==> src/rtl/tmr_pkg.sv <==
package tmr_pkg;
    localparam int BYTE_W = 8;
    localparam int CNT_W  = 2 * BYTE_W;
    localparam int MODE_W = 3;

    localparam logic [1:0] RB_CODE = 2'b11;

    // Access field of a control word
    typedef enum logic [1:0] {
        ACC_LATCH = 2'b00,
        ACC_LO    = 2'b01,
        ACC_HI    = 2'b10,
        ACC_WORD  = 2'b11
    } acc_e;

    // Byte order position for read and write sequences
    typedef enum logic {
        SEQ_FIRST  = 1'b0,
        SEQ_SECOND = 1'b1
    } seq_e;

    // Frozen-count read state
    typedef enum logic [1:0] {
        CL_IDLE    = 2'd0,
        CL_ONE_LO  = 2'd1,
        CL_ONE_HI  = 2'd2,
        CL_PAIR_LO = 2'd3
    } clat_e;
endpackage

==> src/rtl/tmr_bus_decode.sv <==
module tmr_bus_decode
    import tmr_pkg::*;
#(
    parameter int NCH = 3,
    parameter int AW  = 2
) (
    input  logic [AW-1:0]     bus_addr,
    input  logic              bus_wr,
    input  logic              bus_rd,
    input  logic [BYTE_W-1:0] bus_wdata,
    output logic [NCH-1:0]    cfg_we,
    output acc_e              cfg_acc,
    output logic [MODE_W-1:0] cfg_mode,
    output logic              cfg_bcd,
    output logic [NCH-1:0]    cnt_latch,
    output logic [NCH-1:0]    sts_latch,
    output logic [NCH-1:0]    data_we,
    output logic [NCH-1:0]    data_re,
    output logic              rd_unused
);
    localparam logic [AW-1:0] CTRL_ADDR  = {AW{1'b1}};
    localparam logic [AW-1:0] FIRST_FREE = AW'(NCH);

    logic       ctl_wr;
    logic       rb_cmd;
    logic [1:0] sel_field;
    acc_e       acc_field;

    assign ctl_wr    = bus_wr && (bus_addr == CTRL_ADDR);
    assign sel_field = bus_wdata[7:6];
    assign acc_field = acc_e'(bus_wdata[5:4]);
    assign rb_cmd    = ctl_wr && (sel_field == RB_CODE);

    assign cfg_acc   = acc_field;
    assign cfg_mode  = bus_wdata[3:1];
    assign cfg_bcd   = bus_wdata[0];
    assign rd_unused = bus_rd && (bus_addr >= FIRST_FREE);

    for (genvar i = 0; i < NCH; i++) begin : g_ch
        localparam logic [1:0]    CH_CODE = 2'(i);
        localparam logic [AW-1:0] CH_ADDR = AW'(i);
        logic direct;
        logic rb_pick;

        assign direct       = ctl_wr && (sel_field == CH_CODE);
        assign rb_pick      = rb_cmd && bus_wdata[1+i];
        assign cfg_we[i]    = direct && (acc_field != ACC_LATCH);
        assign cnt_latch[i] = (direct && (acc_field == ACC_LATCH)) ||
                              (rb_pick && !bus_wdata[5]);
        assign sts_latch[i] = rb_pick && !bus_wdata[4];
        assign data_we[i]   = bus_wr && (bus_addr == CH_ADDR);
        assign data_re[i]   = bus_rd && (bus_addr == CH_ADDR);
    end
endmodule

==> src/rtl/tmr_chan_regs.sv <==
module tmr_chan_regs
    import tmr_pkg::*;
(
    input  logic              clk,
    input  logic              rst_n,
    input  logic              cfg_we,
    input  acc_e              cfg_acc,
    input  logic [MODE_W-1:0] cfg_mode,
    input  logic              cfg_bcd,
    input  logic              cnt_latch_req,
    input  logic              sts_latch_req,
    input  logic              data_we,
    input  logic              data_re,
    input  logic [BYTE_W-1:0] wdata,
    input  logic [CNT_W-1:0]  live_count,
    input  logic              out_lvl,
    output logic [CNT_W-1:0]  init_count,
    output logic              load_stb,
    output logic [MODE_W-1:0] mode,
    output logic              bcd,
    output logic [BYTE_W-1:0] rd_byte
);
    acc_e              acc_q,   acc_d;
    logic [MODE_W-1:0] mode_q,  mode_d;
    logic              bcd_q,   bcd_d;
    seq_e              wseq_q,  wseq_d;
    seq_e              rseq_q,  rseq_d;
    logic [BYTE_W-1:0] hold_q,  hold_d;
    clat_e             cl_q,    cl_d;
    logic [CNT_W-1:0]  snap_q,  snap_d;
    logic              stv_q,   stv_d;
    logic [BYTE_W-1:0] sts_q,   sts_d;
    logic [CNT_W-1:0]  init_q,  init_d;
    logic              load_q,  load_d;

    // State register process
    always_ff @(posedge clk) begin
        if (!rst_n) begin
            acc_q  <= ACC_LO;
            mode_q <= '0;
            bcd_q  <= 1'b0;
            wseq_q <= SEQ_FIRST;
            rseq_q <= SEQ_FIRST;
            hold_q <= '0;
            cl_q   <= CL_IDLE;
            snap_q <= '0;
            stv_q  <= 1'b0;
            sts_q  <= '0;
            init_q <= '0;
            load_q <= 1'b0;
        end else begin
            acc_q  <= acc_d;
            mode_q <= mode_d;
            bcd_q  <= bcd_d;
            wseq_q <= wseq_d;
            rseq_q <= rseq_d;
            hold_q <= hold_d;
            cl_q   <= cl_d;
            snap_q <= snap_d;
            stv_q  <= stv_d;
            sts_q  <= sts_d;
            init_q <= init_d;
            load_q <= load_d;
        end
    end

    // Next-state process
    always_comb begin
        acc_d  = acc_q;
        mode_d = mode_q;
        bcd_d  = bcd_q;
        wseq_d = wseq_q;
        rseq_d = rseq_q;
        hold_d = hold_q;
        cl_d   = cl_q;
        snap_d = snap_q;
        stv_d  = stv_q;
        sts_d  = sts_q;
        init_d = init_q;
        load_d = 1'b0;

        if (cfg_we) begin
            acc_d  = cfg_acc;
            mode_d = cfg_mode;
            bcd_d  = cfg_bcd;
            wseq_d = SEQ_FIRST;
            rseq_d = SEQ_FIRST;
        end

        if (data_we) begin
            unique case (acc_q)
                ACC_HI: begin
                    init_d = {wdata, {BYTE_W{1'b0}}};
                    load_d = 1'b1;
                end
                ACC_WORD: begin
                    unique case (wseq_q)
                        SEQ_FIRST: begin
                            hold_d = wdata;
                            wseq_d = SEQ_SECOND;
                        end
                        SEQ_SECOND: begin
                            init_d = {wdata, hold_q};
                            load_d = 1'b1;
                            wseq_d = SEQ_FIRST;
                        end
                    endcase
                end
                default: begin
                    init_d = {{BYTE_W{1'b0}}, wdata};
                    load_d = 1'b1;
                end
            endcase
        end

        if (cnt_latch_req && (cl_q == CL_IDLE)) begin
            snap_d = live_count;
            unique case (acc_q)
                ACC_HI:   cl_d = CL_ONE_HI;
                ACC_WORD: cl_d = CL_PAIR_LO;
                default:  cl_d = CL_ONE_LO;
            endcase
        end

        if (sts_latch_req && !stv_q) begin
            sts_d = {out_lvl, 1'b0, acc_q, mode_q, bcd_q};
            stv_d = 1'b1;
        end

        if (data_re) begin
            if (stv_q) begin
                stv_d = 1'b0;
            end else begin
                unique case (cl_q)
                    CL_PAIR_LO: cl_d = CL_ONE_HI;
                    CL_ONE_LO,
                    CL_ONE_HI:  cl_d = CL_IDLE;
                    CL_IDLE: begin
                        if (acc_q == ACC_WORD)
                            rseq_d = (rseq_q == SEQ_FIRST) ? SEQ_SECOND : SEQ_FIRST;
                    end
                endcase
            end
        end
    end

    // Output process
    always_comb begin
        init_count = init_q;
        load_stb   = load_q;
        mode       = mode_q;
        bcd        = bcd_q;
        if (stv_q) begin
            rd_byte = sts_q;
        end else begin
            unique case (cl_q)
                CL_ONE_LO,
                CL_PAIR_LO: rd_byte = snap_q[BYTE_W-1:0];
                CL_ONE_HI:  rd_byte = snap_q[CNT_W-1:BYTE_W];
                CL_IDLE: begin
                    if (acc_q == ACC_HI ||
                        (acc_q == ACC_WORD && rseq_q == SEQ_SECOND))
                        rd_byte = live_count[CNT_W-1:BYTE_W];
                    else
                        rd_byte = live_count[BYTE_W-1:0];
                end
            endcase
        end
    end
endmodule

==> src/rtl/tmr_read_mux.sv <==
module tmr_read_mux
    import tmr_pkg::*;
#(
    parameter int NCH = 3,
    parameter int AW  = 2
) (
    input  logic [AW-1:0]         bus_addr,
    input  logic [NCH*BYTE_W-1:0] ch_bytes,
    output logic [BYTE_W-1:0]     rdata
);
    always_comb begin
        rdata = '1;
        for (int i = 0; i < NCH; i++) begin
            if (bus_addr == AW'(i))
                rdata = ch_bytes[i*BYTE_W +: BYTE_W];
        end
    end
endmodule

==> src/rtl/tmr_host_regs.sv <==
module tmr_host_regs
    import tmr_pkg::*;
#(
    parameter int NCH = 3,
    parameter int AW  = 2
) (
    input  logic                  clk,
    input  logic                  rst_n,
    input  logic [AW-1:0]         bus_addr,
    input  logic                  bus_wr,
    input  logic                  bus_rd,
    input  logic [BYTE_W-1:0]     bus_wdata,
    output logic [BYTE_W-1:0]     bus_rdata,
    output logic                  bus_rd_unused,
    output logic [NCH*CNT_W-1:0]  ch_init_count,
    output logic [NCH-1:0]        ch_load,
    output logic [NCH*MODE_W-1:0] ch_mode,
    output logic [NCH-1:0]        ch_bcd,
    input  logic [NCH*CNT_W-1:0]  ch_live_count,
    input  logic [NCH-1:0]        ch_out
);
    logic [NCH-1:0]        cfg_we;
    acc_e                  cfg_acc;
    logic [MODE_W-1:0]     cfg_mode;
    logic                  cfg_bcd;
    logic [NCH-1:0]        cnt_latch;
    logic [NCH-1:0]        sts_latch;
    logic [NCH-1:0]        data_we;
    logic [NCH-1:0]        data_re;
    logic [NCH*BYTE_W-1:0] ch_bytes;

    tmr_bus_decode #(.NCH(NCH), .AW(AW)) u_dec (
        .bus_addr  (bus_addr),
        .bus_wr    (bus_wr),
        .bus_rd    (bus_rd),
        .bus_wdata (bus_wdata),
        .cfg_we    (cfg_we),
        .cfg_acc   (cfg_acc),
        .cfg_mode  (cfg_mode),
        .cfg_bcd   (cfg_bcd),
        .cnt_latch (cnt_latch),
        .sts_latch (sts_latch),
        .data_we   (data_we),
        .data_re   (data_re),
        .rd_unused (bus_rd_unused)
    );

    for (genvar i = 0; i < NCH; i++) begin : g_chan
        tmr_chan_regs u_chan (
            .clk           (clk),
            .rst_n         (rst_n),
            .cfg_we        (cfg_we[i]),
            .cfg_acc       (cfg_acc),
            .cfg_mode      (cfg_mode),
            .cfg_bcd       (cfg_bcd),
            .cnt_latch_req (cnt_latch[i]),
            .sts_latch_req (sts_latch[i]),
            .data_we       (data_we[i]),
            .data_re       (data_re[i]),
            .wdata         (bus_wdata),
            .live_count    (ch_live_count[i*CNT_W +: CNT_W]),
            .out_lvl       (ch_out[i]),
            .init_count    (ch_init_count[i*CNT_W +: CNT_W]),
            .load_stb      (ch_load[i]),
            .mode          (ch_mode[i*MODE_W +: MODE_W]),
            .bcd           (ch_bcd[i]),
            .rd_byte       (ch_bytes[i*BYTE_W +: BYTE_W])
        );
    end

    tmr_read_mux #(.NCH(NCH), .AW(AW)) u_mux (
        .bus_addr (bus_addr),
        .ch_bytes (ch_bytes),
        .rdata    (bus_rdata)
    );
endmodule

==> config.mk <==
export PLATFORM = sky130hd
export DESIGN_NAME = tmr_host_regs
export DESIGN_NICKNAME = d
export VERILOG_FILES = /design/src/rtl/tmr_pkg.sv /design/src/rtl/tmr_bus_decode.sv /design/src/rtl/tmr_chan_regs.sv /design/src/rtl/tmr_read_mux.sv /design/src/rtl/tmr_host_regs.sv
export SDC_FILE = /design/constraint.sdc
export NUM_CORES = 1
export LEC_CHECK = 0
export CELL_PAD_IN_SITES_DETAIL_PLACEMENT = 1
export CELL_PAD_IN_SITES_GLOBAL_PLACEMENT = 1
export CORE_MARGIN = 4
export CORE_UTILIZATION = 44
export CTS_BUF_LIST = sky130_fd_sc_hd__clkbuf_8
export DETAILED_ROUTE_END_ITERATION = 8
export MAX_ROUTING_LAYER = met4
export PLACE_DENSITY_LB_ADDON = 0.1
export RECOVER_POWER = 25
export SKIP_LAST_GASP = 1
export SYNTH_ARGS = -nofsm -noshare
export SYNTH_HDL_FRONTEND = slang
export SYNTH_SLANG_ARGS = --single-unit
==> constraint.sdc <==
create_clock -name clk -period 3.6 [get_ports clk]
set_input_delay 0.72 -clock clk [delete_from_list [all_inputs] [get_ports clk]]
set_output_delay 0.72 -clock clk [all_outputs]
set_load 0.01 [all_outputs]
Yosys cells after proc, flatten, opt, wreduce, memory -nomap -nowiden:

Index checks and enable logic that the tools add are counted.

* bits of input ports: 65
* register bits: 177

* mux-type cells: 78
* reduce and logical (&&, ||, !) cells: 69
* $lt $le $gt $ge: 1
* bitwise gates (word level): 3
* equal/unequal tests: 24

Operators by type and width (number)
* one-hot mux 16 bit (2 select lines): 3
* two-way mux 8 bit: 9
* one-hot mux 8 bit (3 select lines): 3
* two-way mux 16 bit: 3
* two-way mux 1 bit: 42
* logical AND 1 bit: 36
* equality test 2 bit, second input constant: 16
* one-hot mux 2 bit (2 select lines): 6
* two-way mux 2 bit: 9
* logical NOT 2 bit: 6
* AND reduction 2 bit: 6
* OR reduction 2 bit: 6
* equality test 2 x 1 -> 1 bit, second input constant: 5
* AND reduction 3 bit: 3
* logical OR 1 bit: 6
* != test 2 x 1 -> 1 bit, second input constant: 3
* one-hot mux 1 bit (2 select lines): 3
* logical NOT 1 bit: 5
* NOT 1 bit: 3
* >= comparator 2 bit, second input constant: 1
* nonzero test 2 bit: 1

Longest topological paths before layout:

Gate-level depths: netlist (run 1).

* depth in word-level cells: 11
* depth in mapped cells: 8
* depth with buffers taken out: 5

Cells and area by module:

A second synthesis (run 1) with hierarchy kept.

* cells, all modules: 1021
* area total of the unflattened synthesis: 8633.3 um^2

By module, submodules not included
* tmr_chan_regs: instances 3, seq. area each 1181.1 um^2, cells an instance 322, area each 2732.6 um^2
* tmr_bus_decode: instances 1, seq. area each 0.0 um^2, cells an instance 35, area each 244.0 um^2
* tmr_read_mux: instances 1, seq. area each 0.0 um^2, cells an instance 20, area each 191.4 um^2

Least setup slack after synthesis (run 1):

OpenSTA, ideal clock, no wires.

* path kind: input to output
* from: input bus_addr[0]
* to: output bus_rdata[0]
* buffers on the path: 2
* stages on the path: 5
* setup slack: 1.176 ns
* required time: 2.880 ns
* arrival time: 1.704 ns
* path through: buf_4 nor3b_1 clkbuf_1 o311ai_0 and3_1

* word-level cells in the longest chain between the ends: 4
* elaborated cells between the ends (all ways): 6

Ends and longest elaborated chain
* start, declared: RTL line tmr_host_regs.sv:9 `input logic [AW-1:0] bus_addr,`
* logical NOT 2 bit: RTL line tmr_read_mux.sv:14 `if (bus_addr == AW'(i))`
* two-way mux 8 bit (2 in a row): RTL line tmr_read_mux.sv:14
* two-way mux 8 bit (*): RTL line tmr_read_mux.sv:14
* end, declared: RTL line tmr_host_regs.sv:13 `output logic [BYTE_W-1:0] bus_rdata,`

Every way passes the cells marked *; elsewhere a longest branch is shown, timed or not.

Worst setup path in the final report (run 1):

* from: input bus_addr[0]
* to: output bus_rdata[2]

Same word-level chain as after synthesis.

==> flow_summary.yaml, run 1 <==
status:
  outcome: "finished, final reports clean"
global_route:
  grt_antenna_before_repair: 0
  grt_overflow_total: 0
  first_global_vias: 7595
  grt_max_degree: 89
  grt_usage_pct: 26.0
  grt_pass1_wl_mm: 40.8
die:
  die_x_um: 142
  die_height_um: 142
  fp-row-count: 48
  coreArea_sq_um: 17500
  start_util_pct: 45.3
  fp.dieArea_sq_um: 20200
  io_pins: 137
synthesis:
  ys.flop_type: "dfxtp_1"
  ys_seq_elements: 177
  avgSynthCellArea_sq_um: 8.47
  synth_top_family_by_area: "simple AND/OR/NAND/NOR gates"
  yosys_warnings: 0
  yosysSeqAreaShare_pct: 44.7
  synth.distinct_cells: 51
  synth-simple-area-share_pct: 21.9
  synth_xor_area_share_pct: 0
  synth_edf_count: 0
  async_flop_share_pct: 0
  synth_fp_nets: 1000
  postSynthCellCount: 935
  synthMuxAreaShare_pct: 11.4
  synth-compound-area-share_pct: 16.2
  netlist_area_sq_um: 7920
  synth_fa_ha_area_share_pct: 0
detailed_routing:
  wl_met1_mm: 12.0
  wire_per_inst_um: 19.8
  wl_met3_mm: 1.12
  routed_wl_mm: 25.4
  avgViaCountPerCell: 5.71
  wl_met2_mm: 12.0
  drtIter0Drc: 369
  num_vias: 7324
  drc: 0
  firstDrtPassIters: 5
  top_layer_used: "met4"
  ant_nets: 0
flow_run:
  maxCapViolCount: 0
setup_path:
  crit_fanout: 7
  critPathKind: "input port to primary output"
  worst_path_most_repeated_cell: "clkdlybuf4s50_1"
  crit_buf_inv: 2
  end_kind: "primary output"
  r2r-start: "g_chan[0].u_chan.acc_q[1]$_SDFFE_PN0P_"
  cp_slowest_cell: "clkdlybuf4s50_1"
  cp_top_family: "buffers and inverters"
  arrival_ns: 2.73
  reg2reg_to: "g_chan[0].u_chan.hold_q[6]$_SDFFE_PN0P_"
  reg2reg_slack_ns: 1.19
  cp.required_ns: 2.88
  crit_chain: "clkdlybuf4s50_1 -> and2b_1 -> nand2_1 -> o22ai_1 -> a31oi_1 -> and3_1 -> clkdlybuf4s50_1"
  cpPeakStageDelay_ns: 0.54
  startpoint_type: "input port"
  ff2ff_path_depth: 6
clocking:
  insertion_delay_ns: 0.47
  path_clk_slew_ns: 0.09
  clkSinkCount: 177
  cts_resized: 0
  cts_htree_levels: 4
  clockRootBuffer: "clkbuf_8"
  hold_buffers: 0
  postCtsSetupBuffers: 0
  cts_tree: "built"
  cts_max_path_buffers: 2
  numCtsBuffers: 17
place:
  place_area_sq_um: 9490
  gp_congestion: 0.837
  dpl.hpwl_mm: 18.1
  numPortBuffers: 136
  dp.cells: 1250
layout:
  stdcell_area_sq_um: 9840
  final_common_cell: "dfxtp_1"
  layout_common_cells: "177 x dfxtp_1, 140 x nor2_1, 101 x nand2_1, 94 x clkdlybuf4s50_1, 89 x mux2i_1"
  finalNonFillerCells: 1282
  num-fill-cells: 2118
  syn2layout_area_growth_pct: 24.2
  drive_gt1_share_pct: 9.56
  antenna_cells: 0
  nNetsFinal: 1110
sta:
  fmax_ghz: 0.290
  final-setup-viol-count: 0
  finalHoldViolCount: 0
  slew_headroom_pct: 27.3
  hold_ws_ns: 0.453
  fin_crit_ns: 3.45
  rsz0062_at_grt: "no"
  period_share_pct: 95.9
  finClkSkew_ns: 0.0130
  slew_viol_final: 0
  setup_tns_ns: 0
  tightest_slew_ns: 1.08
pwr:
  power_density_nw_per_um2: 368
  p_leak_nw: 3.63
  ir_worst_vdd_v: 0.000242
hold_path:
  hold_depth: 2
  min_from: "g_chan[1].u_chan.init_count[11]$_SDFFE_PN0P_"
  min_to: "g_chan[1].u_chan.init_count[11]$_SDFFE_PN0P_"
  hold_class: "flop to flop"
-- through the flow --
stage | worst slack, ns | utilization [%] | power, mW
finish | 0.149 | 56.3 | 3.62
CTS | 0.0759 | 56.3 | 3.65
detailed placement | 0.0837 | 54.3 | 2.41
global placement | 0.158 | 54.3 | 2.40
global route | 0.0204 | 56.3 | 3.76
floorplan | 1.18 | - | 2.20
-- worst reg2reg max path, stage by stage, from the launching register on --
cell and delay (ns):
dfxtp_1 0.56, buf_4 0.32, and2_1 0.41, nand3_1 0.37, nor2_2 0.43, nand2_1 0.10, a21oi_1 0.15
-- flip-flops by register name, indices dropped and copies added, names as in the netlist --
name,cells
g_chan.u_chan.wseq_q,3
g_chan.u_chan.stv_q,3
g_chan.u_chan.rseq_q,3
g_chan.u_chan.init_count,48
g_chan.u_chan.mode,9
g_chan.u_chan.sts_q,21
g_chan.u_chan.bcd,3
g_chan.u_chan.snap_q,48
g_chan.u_chan.acc_q,6
g_chan.u_chan.load_stb,3
g_chan.u_chan.hold_q,24
g_chan.u_chan.cl_q,6
-- worst max-delay path by stage --
stage / from / endpoint / slack [ns] / cells past startpoint
final: bus_addr[0] / bus_rdata[2] / 0.15 / 7
after global routing: g_chan[1].u_chan.cl_q[1]$_SDFF_PN0_ / bus_rdata[3] / 0.02 / 7
after CTS: bus_addr[1] / bus_rdata[2] / 0.08 / 8
after detailed placement: bus_addr[1] / bus_rdata[2] / 0.08 / 8
after global placement: bus_addr[1] / bus_rdata[3] / 0.16 / 8
after floorplan: bus_addr[0] / bus_rdata[0] / 1.18 / 5
-- logic make-up (layout without fill, tap and decap cells) --
kind of cell,count (synthesis),count (layout)
AOI/OAI and AO/OA,196,196
muxes,90,90
buffers and inverters,100,222
DFF,177,177
and+or+nand+nor,372,372
-- metal layers --
metal  GRT usage, %  vias up
met3           4.60       31
met5              -        -
met4           5.86        0
met2           40.6      167
met1           35.3     3622
li1               -     3504
-- synth_stat cells, types with 2 or more instances --
library cell	n	share of area (%)
o21ai_0	17	1.1
clkbuf_1	50	2.4
mux2i_1	89	11
clkinv_1	3	0.14
buf_2	18	1.1
buf_4	15	1.4
o311ai_0	14	1.5
nand4_1	4	0.32
a31oi_1	15	1.2
o22ai_1	7	0.55
and2_1	3	0.24
nor3_1	25	1.6
o21a_1	7	0.66
nand3_1	35	2.2
nor2_1	140	6.6
nand3b_1	2	0.19
and4_1	9	1.0
a31o_2	14	1.5
or2_2	2	0.16
nand2_1	103	4.9
nor3b_2	5	0.79
nor2b_1	16	1.3
dfxtp_1	177	45
o21ai_1	2	0.13
a221oi_1	22	2.4
a311oi_1	2	0.22
a21oi_1	77	4.9
o211a_1	2	0.25
nand2b_1	3	0.24
buf_1	4	0.19
nor2_4	2	0.28
nor2_2	2	0.16
o211ai_1	4	0.38
inv_1	9	0.43
a32oi_1	7	0.77
and3_1	14	1.1
-- final cells by class --
class                   instances  area [sq um]  share of cell area (%)
inverters                      13          50.0                   0.509
multi-input cells             658          3920                    39.8
flip-flops and latches        177          3540                    36.0
clock inverters                12          86.3                   0.877
clock buffers                  19           262                    2.66
repair buffers                178          1700                    17.3
well taps                     225           282                    2.86
-- power by group --
part / switching, mW / internal (mW) / total, mW
Combinational: 0.197 / 0.167 / 0.365
Sequential: 0.0151 / 1.98 / 1.99
Clock: 0.746 / 0.514 / 1.26
Total: 0.959 / 2.66 / 3.62
Note: power is estimated with default switching activity, not from simulation.
==> run 2: changes to the inputs <==
--- a/config.mk
+++ b/config.mk
@@ -7,11 +7,11 @@
 export LEC_CHECK = 0
 export CELL_PAD_IN_SITES_DETAIL_PLACEMENT = 1
 export CELL_PAD_IN_SITES_GLOBAL_PLACEMENT = 1
+export CORE_ASPECT_RATIO = 0.75
 export CORE_MARGIN = 4
 export CORE_UTILIZATION = 44
 export CTS_BUF_LIST = sky130_fd_sc_hd__clkbuf_8
 export DETAILED_ROUTE_END_ITERATION = 8
-export MAX_ROUTING_LAYER = met4
 export PLACE_DENSITY_LB_ADDON = 0.1
 export RECOVER_POWER = 25
 export SKIP_LAST_GASP = 1
==> run 2 against run 1 <==
The flow now finishes with violations (max-capacitance violations, max-slew violations). Routed wire length grew 1.6%. Clock power grew 10%. Worst setup slack lost 0.065 ns. Clock skew shrank 0.00056 ns. Cell count grew 1.6%. Clock-buffer cell count shrank 1. First-iteration DRC count grew 22%. Largest power group unchanged.
==> flow_summary.yaml, run 2 (synthesized netlist as in run 1, its figures left out) <==
global_route:
  grt_usage_pct: 25.0
  grt_overflow_total: 0
  grt_antenna_before_repair: 0
  grt_max_degree: 95
  first_global_vias: 7289
  grt_pass1_wl_mm: 40.7
die:
  die_x_um: 163
  start_util_pct: 44.9
  coreArea_sq_um: 17700
  fp.dieArea_sq_um: 20200
  die_height_um: 124
  io_pins: 137
  fp-row-count: 42
sta:
  finClkSkew_ns: 0.0125
  tightest_slew_ns: 2.04
  fin_crit_ns: 3.52
  fmax_ghz: 0.284
  final-setup-viol-count: 0
  finalHoldViolCount: 0
  slew_headroom_pct: -36.0
  rsz0062_at_grt: "no"
  slew_viol_final: 95
  period_share_pct: 97.7
  setup_tns_ns: 0
  fin_ws_ns: 0.0840
setup_path:
  reg2reg_to: "g_chan[1].u_chan.hold_q[6]$_SDFFE_PN0P_"
  end_kind: "primary output"
  startpoint_type: "input port"
  cp.required_ns: 2.88
  crit_chain: "clkdlybuf4s50_1 -> buf_6 -> and2b_1 -> nor2b_1 -> buf_4 -> a31oi_2 -> and3_1 -> clkdlybuf4s50_1"
  cp-startpoint: "bus_addr[1]"
  cpPeakStageDelay_ns: 0.54
  cp_slowest_cell: "clkdlybuf4s50_1"
  ff2ff_path_depth: 6
  arrival_ns: 2.80
  r2r-start: "g_chan[1].u_chan.acc_q[1]$_SDFFE_PN0P_"
  worst_path_most_repeated_cell: "clkdlybuf4s50_1"
  reg2reg_slack_ns: 0.99
  crit_fanout: 9
  critPathKind: "input port to primary output"
pwr:
  power.total_mw: 3.76
  p_leak_nw: 3.71
  ir_worst_vdd_v: 0.000238
  power_density_nw_per_um2: 378
detailed_routing:
  routed_wl_mm: 25.8
  drtIter0Drc: 450
  drc: 0
  avgViaCountPerCell: 5.65
  firstDrtPassIters: 5
  num_vias: 7356
  ant_nets: 0
  wire_per_inst_um: 19.8
clocking:
  numCtsBuffers: 17
  cts_htree_levels: 4
  hold_buffers: 0
  cts_tree: "built"
  insertion_delay_ns: 0.47
  path_clk_slew_ns: 0.09
  clockRootBuffer: "clkbuf_8"
  cts_max_path_buffers: 2
  postCtsSetupBuffers: 0
  clkSinkCount: 177
place:
  pre_cts_ws_ns: 0.0206
  gp_congestion: 0.866
  numPortBuffers: 136
  dpl.hpwl_mm: 17.8
layout:
  final_common_cell: "dfxtp_1"
  syn2layout_area_growth_pct: 25.4
  layout_common_cells: "177 x dfxtp_1, 140 x nor2_1, 102 x nand2_1, 89 x mux2i_1, 81 x clkdlybuf4s50_1"
  nNetsFinal: 1113
  drive_gt1_share_pct: 9.72
  antenna_cells: 0
hold_path:
  min_to: "g_chan[0].u_chan.init_count[10]$_SDFFE_PN0P_"
  hold_depth: 2
  min_from: "g_chan[0].u_chan.init_count[10]$_SDFFE_PN0P_"
  hold_class: "flop to flop"
flow_run:
  maxCapViolCount: 1
status:
  violations: "max-capacitance violations, max-slew violations"
  outcome: "complete, but fails checks"
run 2: cell types whose count changed in the layout (fill, tap and decap cells not counted), moves of 2 or more:
cell and change:
clkdlybuf4s50_1 -13, clkinvlp_4 -2, bufinv_16 +2, buf_12 +2
buf_6 +2, dlygate4sd3_1 +13
run 2: final cells by class:
type                       count  area, sq um
tap                          242          303
inverter                      13         48.8
fill                        2094         7730
clock buffer                  18          248
multi-input combinational    658         3930
timing repair buffer         181         1720
sequential                   177         3540
clock inverter                13          136
run 2: timing repair:
item                                    CTS  global route
endpoints found under the setup margin    0             8
hold endpoints to repair                  0             0
resized for setup                         0             5
run 2: report_power, final:
part,total (mW),internal (mW),switching (mW)
clock network,1.39,0.637,0.756
logic,0.369,0.167,0.202
registers,1.99,1.98,0.0155
run 2: worst max-delay path by stage:
| stage | end | cells after the start | slack [ns] |
|---|---|---|---|
| floorplan | bus_rdata[0] | 5 | 1.18 |
| global placement | bus_rdata[4] | 8 | 0.1 |
| detailed placement | bus_rdata[4] | 9 | 0.02 |
| CTS | bus_rdata[4] | 9 | 0.007 |
| global route | bus_rdata[2] | 8 | 0.004 |
| finish | bus_rdata[3] | 8 | 0.08 |
run 2: metrics by stage:
stage	instance area (sq um)	util (%)	std cells	hold WS (ns)
2_1_floorplan	7920	-	935	0.447
3_3_place_gp	9560	54.1	1271	0.441
3_5_place_dp	9560	54.1	1271	0.447
4_1_cts	9940	56.3	1302	0.460
5_1_grt	9930	56.2	1302	0.486
6_report	9930	56.2	1302	0.454
run 2: metal layers:
layer | global-route usage, % | vias up | routed length, um
met5 | 0 | - | 0
met2 | 37.9 | 194 | 11500
met1 | 36.5 | 3618 | 12500
met4 | 5.37 | 0 | 325
met3 | 5.86 | 27 | 1460
li1 | - | 3517 | -
run 2: critical path, delay by kind of cell:
family,cells,cell delay [ns]
AO/OA/AOI/OAI,1,0.17
buffers and inverters,4,1.34
AND/OR/NAND/NOR,3,0.56
